--- config.mk ---
export PLATFORM = sky130hd
export DESIGN_NAME = rtc_bcd_core
export DESIGN_NICKNAME = d
export VERILOG_FILES = /design/src/rtl/rtc_bcd_pkg.sv /design/src/rtl/rtc_time_step.sv /design/src/rtl/rtc_rd_mux.sv /design/src/rtl/rtc_bcd_core.sv
export SDC_FILE = /design/constraint.sdc
export NUM_CORES = 1
export LEC_CHECK = 0
export BUFFER_PORTS_ARGS = -buffer_cell sky130_fd_sc_hd__buf_2
export CAP_MARGIN = 20
export CORE_MARGIN = 2
export CORE_UTILIZATION = 62
export CTS_CLUSTER_DIAMETER = 40
export DETAILED_ROUTE_END_ITERATION = 16
export PLACE_DENSITY = 0.79
export SYNTH_ARGS = -nofsm -noshare
export SYNTH_HDL_FRONTEND = slang
export SYNTH_SLANG_ARGS = --single-unit
--- constraint.sdc ---
create_clock -name clk -period 5.6 [get_ports clk]
set_input_delay 0 -clock clk [delete_from_list [all_inputs] [get_ports clk]]
set_output_delay 0 -clock clk [all_outputs]
set_load 0.02 [all_outputs]
--- src/rtl/rtc_bcd_pkg.sv ---
package rtc_bcd_pkg;

    localparam int ADDR_W = 4;
    localparam int DATA_W = 8;
    localparam int MISC_N = 6;

    localparam logic [ADDR_W-1:0] OFS_FLAGS = 4'h0;
    localparam logic [ADDR_W-1:0] OFS_CENT  = 4'h1;
    localparam logic [ADDR_W-1:0] OFS_MISC0 = 4'h2;
    localparam logic [ADDR_W-1:0] OFS_CAL   = 4'h8;
    localparam logic [ADDR_W-1:0] OFS_SEC   = 4'h9;
    localparam logic [ADDR_W-1:0] OFS_MIN   = 4'hA;
    localparam logic [ADDR_W-1:0] OFS_HOUR  = 4'hB;
    localparam logic [ADDR_W-1:0] OFS_DOW   = 4'hC;
    localparam logic [ADDR_W-1:0] OFS_DATE  = 4'hD;
    localparam logic [ADDR_W-1:0] OFS_MON   = 4'hE;
    localparam logic [ADDR_W-1:0] OFS_YEAR  = 4'hF;

    localparam int FLG_CAP = 0;
    localparam int FLG_STG = 1;
    localparam int FLG_LOWV = 5;
    localparam int CAL_HALT = 7;
    localparam int TRIM_W = 6;

    typedef struct packed {
        logic [7:0] cent;
        logic [7:0] year;
        logic [4:0] mon;
        logic [5:0] date;
        logic [2:0] dow;
        logic [5:0] hour;
        logic [6:0] min;
        logic [6:0] sec;
    } rtc_time_t;

    function automatic logic [7:0] bcd_inc(input logic [7:0] v);
        if (v[3:0] >= 4'd9) return {v[7:4] + 4'd1, 4'd0};
        return {v[7:4], v[3:0] + 4'd1};
    endfunction

    function automatic logic [6:0] bcd_to_bin(input logic [7:0] v);
        logic [6:0] hi;
        hi = {3'b0, v[7:4]};
        return (hi << 3) + (hi << 1) + {3'b0, v[3:0]};
    endfunction

    function automatic logic [5:0] last_day(input logic [4:0] mon,
                                            input logic [7:0] yr,
                                            input logic [7:0] cen);
        logic [6:0] yb;
        logic [6:0] cb;
        logic       leap;
        yb   = bcd_to_bin(yr);
        cb   = bcd_to_bin(cen);
        leap = (yb[1:0] == 2'd0) && ((yb != 7'd0) || (cb[1:0] == 2'd0));
        case (mon)
            5'h02:                      return leap ? 6'h29 : 6'h28;
            5'h04, 5'h06, 5'h09, 5'h11: return 6'h30;
            default:                    return 6'h31;
        endcase
    endfunction

endpackage

--- src/rtl/rtc_time_step.sv ---
module rtc_time_step
    import rtc_bcd_pkg::*;
(
    input  rtc_time_t cur_i,
    output rtc_time_t nxt_o
);
    logic       sec_wrap, min_wrap, hr_wrap, day_wrap, mon_wrap, yr_wrap;
    logic [5:0] dim;

    always_comb begin
        dim      = last_day(cur_i.mon, cur_i.year, cur_i.cent);
        sec_wrap = cur_i.sec  >= 7'h59;
        min_wrap = cur_i.min  >= 7'h59;
        hr_wrap  = cur_i.hour >= 6'h23;
        day_wrap = cur_i.date >= dim;
        mon_wrap = cur_i.mon  >= 5'h12;
        yr_wrap  = cur_i.year >= 8'h99;

        nxt_o     = cur_i;
        nxt_o.sec = sec_wrap ? '0 : 7'(bcd_inc({1'b0, cur_i.sec}));
        if (sec_wrap) begin
            nxt_o.min = min_wrap ? '0 : 7'(bcd_inc({1'b0, cur_i.min}));
            if (min_wrap) begin
                nxt_o.hour = hr_wrap ? '0 : 6'(bcd_inc({2'b0, cur_i.hour}));
                if (hr_wrap) begin
                    nxt_o.dow  = (cur_i.dow >= 3'd7 || cur_i.dow == 3'd0) ? 3'd1 : cur_i.dow + 3'd1;
                    nxt_o.date = day_wrap ? 6'h01 : 6'(bcd_inc({2'b0, cur_i.date}));
                    if (day_wrap) begin
                        nxt_o.mon = mon_wrap ? 5'h01 : 5'(bcd_inc({3'b0, cur_i.mon}));
                        if (mon_wrap) begin
                            nxt_o.year = yr_wrap ? 8'h00 : bcd_inc(cur_i.year);
                            if (yr_wrap)
                                nxt_o.cent = (cur_i.cent >= 8'h99) ? 8'h00 : bcd_inc(cur_i.cent);
                        end
                    end
                end
            end
        end
    end
endmodule

--- src/rtl/rtc_rd_mux.sv ---
module rtc_rd_mux
    import rtc_bcd_pkg::*;
(
    input  logic [ADDR_W-1:0]             addr_i,
    input  rtc_time_t                     view_i,
    input  logic [DATA_W-1:0]             flags_i,
    input  logic [DATA_W-1:0]             cal_i,
    input  logic [MISC_N-1:0][DATA_W-1:0] misc_i,
    output logic [DATA_W-1:0]             rdata_o
);
    always_comb begin
        rdata_o = '0;
        for (int k = 0; k < MISC_N; k++)
            if (addr_i == 4'(OFS_MISC0 + k)) rdata_o = misc_i[k];
        case (addr_i)
            OFS_FLAGS: rdata_o = flags_i;
            OFS_CENT:  rdata_o = view_i.cent;
            OFS_CAL:   rdata_o = cal_i;
            OFS_SEC:   rdata_o = {1'b0, view_i.sec};
            OFS_MIN:   rdata_o = {1'b0, view_i.min};
            OFS_HOUR:  rdata_o = {2'b0, view_i.hour};
            OFS_DOW:   rdata_o = {5'b0, view_i.dow};
            OFS_DATE:  rdata_o = {2'b0, view_i.date};
            OFS_MON:   rdata_o = {3'b0, view_i.mon};
            OFS_YEAR:  rdata_o = view_i.year;
            default:   ;
        endcase
    end
endmodule

--- src/rtl/rtc_bcd_core.sv ---
module rtc_bcd_core
    import rtc_bcd_pkg::*;
#(
    parameter logic [7:0] RST_CENT = 8'h20,
    parameter logic [7:0] RST_YEAR = 8'h00,
    parameter logic [4:0] RST_MON  = 5'h01,
    parameter logic [5:0] RST_DATE = 6'h01,
    parameter logic [2:0] RST_DOW  = 3'd1
) (
    input  logic       clk,
    input  logic       rst_n,
    input  logic       tick_i,
    input  logic       lowv_i,
    input  logic [3:0] bus_addr_i,
    input  logic       bus_wr_i,
    input  logic [7:0] bus_wdata_i,
    output logic [7:0] bus_rdata_o
);
    typedef struct packed {
        rtc_time_t                     cur;
        rtc_time_t                     stg;
        rtc_time_t                     snap;
        logic                          cap;
        logic                          stage;
        logic                          halt;
        logic [TRIM_W-1:0]             trim;
        logic [MISC_N-1:0][DATA_W-1:0] misc;
    } state_t;

    state_t    st_d, st_q;
    rtc_time_t step_w;
    rtc_time_t view_w;
    logic      flags_wr, open_w, commit_w;
    logic [DATA_W-1:0] flags_w, cal_w;

    rtc_time_t cur_q, stg_q, snap_q;
    logic      cap_q, stage_q, halt_q;
    assign cur_q   = st_q.cur;
    assign stg_q   = st_q.stg;
    assign snap_q  = st_q.snap;
    assign cap_q   = st_q.cap;
    assign stage_q = st_q.stage;
    assign halt_q  = st_q.halt;

    rtc_time_step u_step (
        .cur_i (st_q.cur),
        .nxt_o (step_w)
    );

    always_comb begin
        st_d     = st_q;
        flags_wr = bus_wr_i && (bus_addr_i == OFS_FLAGS);
        open_w   = flags_wr && !st_q.stage && bus_wdata_i[FLG_STG];
        commit_w = flags_wr && st_q.stage && !bus_wdata_i[FLG_STG];

        if (tick_i && !st_q.halt) st_d.cur = step_w;

        if (flags_wr) begin
            st_d.cap   = bus_wdata_i[FLG_CAP];
            st_d.stage = bus_wdata_i[FLG_STG];
            if (!st_q.cap && bus_wdata_i[FLG_CAP]) st_d.snap = st_q.cur;
        end
        if (open_w)   st_d.stg = st_q.cur;
        if (commit_w) st_d.cur = st_q.stg;

        if (bus_wr_i && st_q.stage) begin
            case (bus_addr_i)
                OFS_CENT: st_d.stg.cent = bus_wdata_i;
                OFS_SEC:  st_d.stg.sec  = bus_wdata_i[6:0];
                OFS_MIN:  st_d.stg.min  = bus_wdata_i[6:0];
                OFS_HOUR: st_d.stg.hour = bus_wdata_i[5:0];
                OFS_DOW:  st_d.stg.dow  = bus_wdata_i[2:0];
                OFS_DATE: st_d.stg.date = bus_wdata_i[5:0];
                OFS_MON:  st_d.stg.mon  = bus_wdata_i[4:0];
                OFS_YEAR: st_d.stg.year = bus_wdata_i;
                default:  ;
            endcase
        end

        if (bus_wr_i && bus_addr_i == OFS_CAL) begin
            st_d.halt = bus_wdata_i[CAL_HALT];
            st_d.trim = bus_wdata_i[TRIM_W-1:0];
        end
        for (int k = 0; k < MISC_N; k++)
            if (bus_wr_i && bus_addr_i == 4'(OFS_MISC0 + k)) st_d.misc[k] = bus_wdata_i;

        view_w  = st_q.cap ? st_q.snap : st_q.cur;
        flags_w = '0;
        flags_w[FLG_CAP]  = st_q.cap;
        flags_w[FLG_STG]  = st_q.stage;
        flags_w[FLG_LOWV] = lowv_i;
        cal_w   = {st_q.halt, 1'b0, st_q.trim};
    end

    always_ff @(posedge clk or negedge rst_n) begin
        if (!rst_n) begin
            st_q          <= '0;
            st_q.cur.cent <= RST_CENT;
            st_q.cur.year <= RST_YEAR;
            st_q.cur.mon  <= RST_MON;
            st_q.cur.date <= RST_DATE;
            st_q.cur.dow  <= RST_DOW;
            st_q.halt     <= 1'b1;
        end else begin
            st_q <= st_d;
        end
    end

    rtc_rd_mux u_rd (
        .addr_i  (bus_addr_i),
        .view_i  (view_w),
        .flags_i (flags_w),
        .cal_i   (cal_w),
        .misc_i  (st_q.misc),
        .rdata_o (bus_rdata_o)
    );
endmodule

==> flow_summary.ini <==
[drt]
detail-route-antenna-nets = 0
remaining_drc_errors = 0
vias = 9750
first_iter_violations = 1188
vias_per_cell = 6.67
routed_wl_mm = 32.1
wl_per_cell_um = 22.0
firstDrtPassIters = 6

[floorplan]
die_w_um = 142
rows = 50
die_h_um = 142
core_area_um2 = 18600
dieArea_um2 = 20100
initial_utilization_pct = 63.0
pin_count = 25

[synthesis]
synthCells = 1207
synth_top_flop_cell = dfrtp_1
ys_ff_latch = 207
synth_fp_nets = 1272
synth_warnings = 0
yosysUniqueCellTypes = 83
synth_area_leader_cell = dfrtp_1
syn-cell-area_um2 = 11700
synth_top_area_share_pct = 43.0
avgSynthCellArea_um2 = 9.73
synth_area_leaders = dfrtp_1 (43%), mux2_2 (9.1%), a21oi_1 (5.2%)
synthArstFlopShare_pct = 100
seq_area_frac_synth_pct = 44.2
synth_edf_count = 0

[clocking]
hold_buffers = 10
post_cts_buffers = 0
path_clk_slew_ps = 50
clockBufferDepth = 3
cts_tree = done
htree_levels = 2
numCtsBuffers = 34
cts_num_sinks = 207
root_buffer = clkbuf_16
insertion_delay_ps = 510
cts_resized = 0

[grt]
top_usage_layer = met2
grt_pass1_vias = 9314
use_met3_pct = 6.34
groute.layer.met2.usage_pct = 49.7
antenna_found_initial = 0
track_usage_pct = 32.8
grt_pass1_wl_mm = 51.3
grt.met1_usage_pct = 46.7
grt_max_degree = 73
gr-total-overflow = 0

[place]
gp_congestion = 0.980
portBuffers = 24
preCtsSetupSlack_ps = 790
hpwlAfterDp_mm = 20.6
place_area_um2 = 11900

[sta]
relSlewSlack_pct = 23.5
finalHoldViolCount = 0
layout_min_cycle_time_ps = 4920
worstMarginPinSlew_ps = 1140
max_freq_mhz = 203
layout_setup_ws_ps = 680
fin_worst_skew_ps = 30.9
finalSetupTns_ps = 0
setup_viol = 0
whs_ps = 22.6
final.period_utilization_pct = 87.9
drv_slew = 0
rsz0062_at_grt = no

[finish]
area_growth_pct = 12.4
design_area_um2 = 13200
finalNetCount = 1270
final_cell_mix = dfrtp_1 (201), a21oi_1 (121), nor2_1 (119), nand2_1 (103), mux2_2 (95)
drive_gt1_share_pct = 17.7
mostFrequentLayoutCell = dfrtp_1
fill_cells = 1331
num_antenna_cells = 0

[setup_path]
cp.required_ps = 5970
critPathCaptureType = register
cp_data_arrival_time_ps = 5290
crit_path_start_kind = register
cp_max_fo = 10
r2r_setup_slack_ps = 680
setup.worst_path.class = reg2reg

[pwr]
irDropWorstVdd_mv = 0.417
p_leak_nw = 5.96
powerDensity_nw_per_um2 = 418
power_mw = 5.52

[status]
status = completed

[min_path]
hold_path_class = in2reg

[run]
maxCapViolCount = 0
-- power by group --
group / internal, mW / leakage [nW] / switching [mW]
sequential: 1.87 / 2.60 / 0.337
clock: 1.41 / 0.579 / 0.713
combinational: 0.529 / 2.79 / 0.655
total: 3.81 / 5.96 / 1.71
-- stage by stage --
stage          std cells  util (%)
6_report            1462      70.8
3_5_place_dp        1393      64.0
4_1_cts             1462      70.8
5_1_grt             1462      70.8
2_1_floorplan       1207         -
3_3_place_gp        1393      64.0
-- sequential cells by signal, indices dropped and copies added, names as in the netlist --
name / count
st_q: 98
cur_q: 50
snap_q: 50
cal_w: 6
cap_q: 1
halt_q: 1
stage_q: 1
-- cell usage after synthesis (all sizes together), types with 6 or more instances --
| library cell | instances |
|---|---|
| clkbuf | 63 |
| a22o | 12 |
| o21ai | 69 |
| o41ai | 8 |
| a32oi | 6 |
| inv | 37 |
| a221oi | 9 |
| mux2 | 95 |
| nand4 | 12 |
| ha | 46 |
| nand3 | 22 |
| nand3b | 6 |
| a31oi | 19 |
| a21oi | 121 |
| a22oi | 18 |
| nor3 | 11 |
| buf | 23 |
| o31ai | 13 |
| nor2 | 119 |
| o211ai | 7 |
| and2 | 6 |
| o22ai | 9 |
| mux2i | 52 |
| nor2b | 10 |
| a21o | 8 |
| nand2 | 103 |
| dfrtp | 202 |
-- final timing paths --
check | startpoint | to | cells after the start
worst max-delay path | cur_q[38] | cur_q[38] | 12
worst min-delay path | bus_wdata_i[1] | st_q[122] | 3
worst max register to register | cur_q[38] | cur_q[38] | 12
worst min register to register | st_q[110] | cur_q[3] | 2
max in group asynchronous | rst_n | cur_q[6] | 3
min in group asynchronous | rst_n | st_q[114] | 2
-- kinds of logic after synthesis --
family / synth area share [%]
AOI/OAI and AO/OA: 18.5
xor gates and xnor gates: 0.373
adders and majority gates: 5.24
buffers and inverters: 4.15
DFF: 44.2
muxes: 13.7
and+or+nand+nor: 13.9
-- critical path, stage by stage (launching register included) --
cell and delay (ps):
dfrtp_1 580, fa_1 540, fa_1 450, xor2_1 150, or4_1 400, a211oi_1 280, o41ai_1 150, ha_1 300
or4b_2 700, a22o_1 330, nand2_1 350, o31ai_1 210, a221o_1 370
-- area by class of cell --
type	count	area (um2)	share of cell area (%)
tap	234	293	2.22
timing repair buffer	48	334	2.53
clock inverter	13	180	1.36
clock buffer	46	987	7.47
multi-input combinational	875	6080	46.0
inverter	39	146	1.11
sequential	207	5190	39.3
-- metal layers --
| metal | wire length [um] | share of wire [%] | vias up |
|---|---|---|---|
| met3 | 2740 | 8.5 | 92 |
| met1 | 13600 | 42 | 4781 |
| li1 | - | - | 4406 |
| met4 | 1160 | 3.6 | 0 |
| met5 | 0 | 0 | - |
| met2 | 14600 | 45 | 471 |
Power figures use the tool's default switching activity.
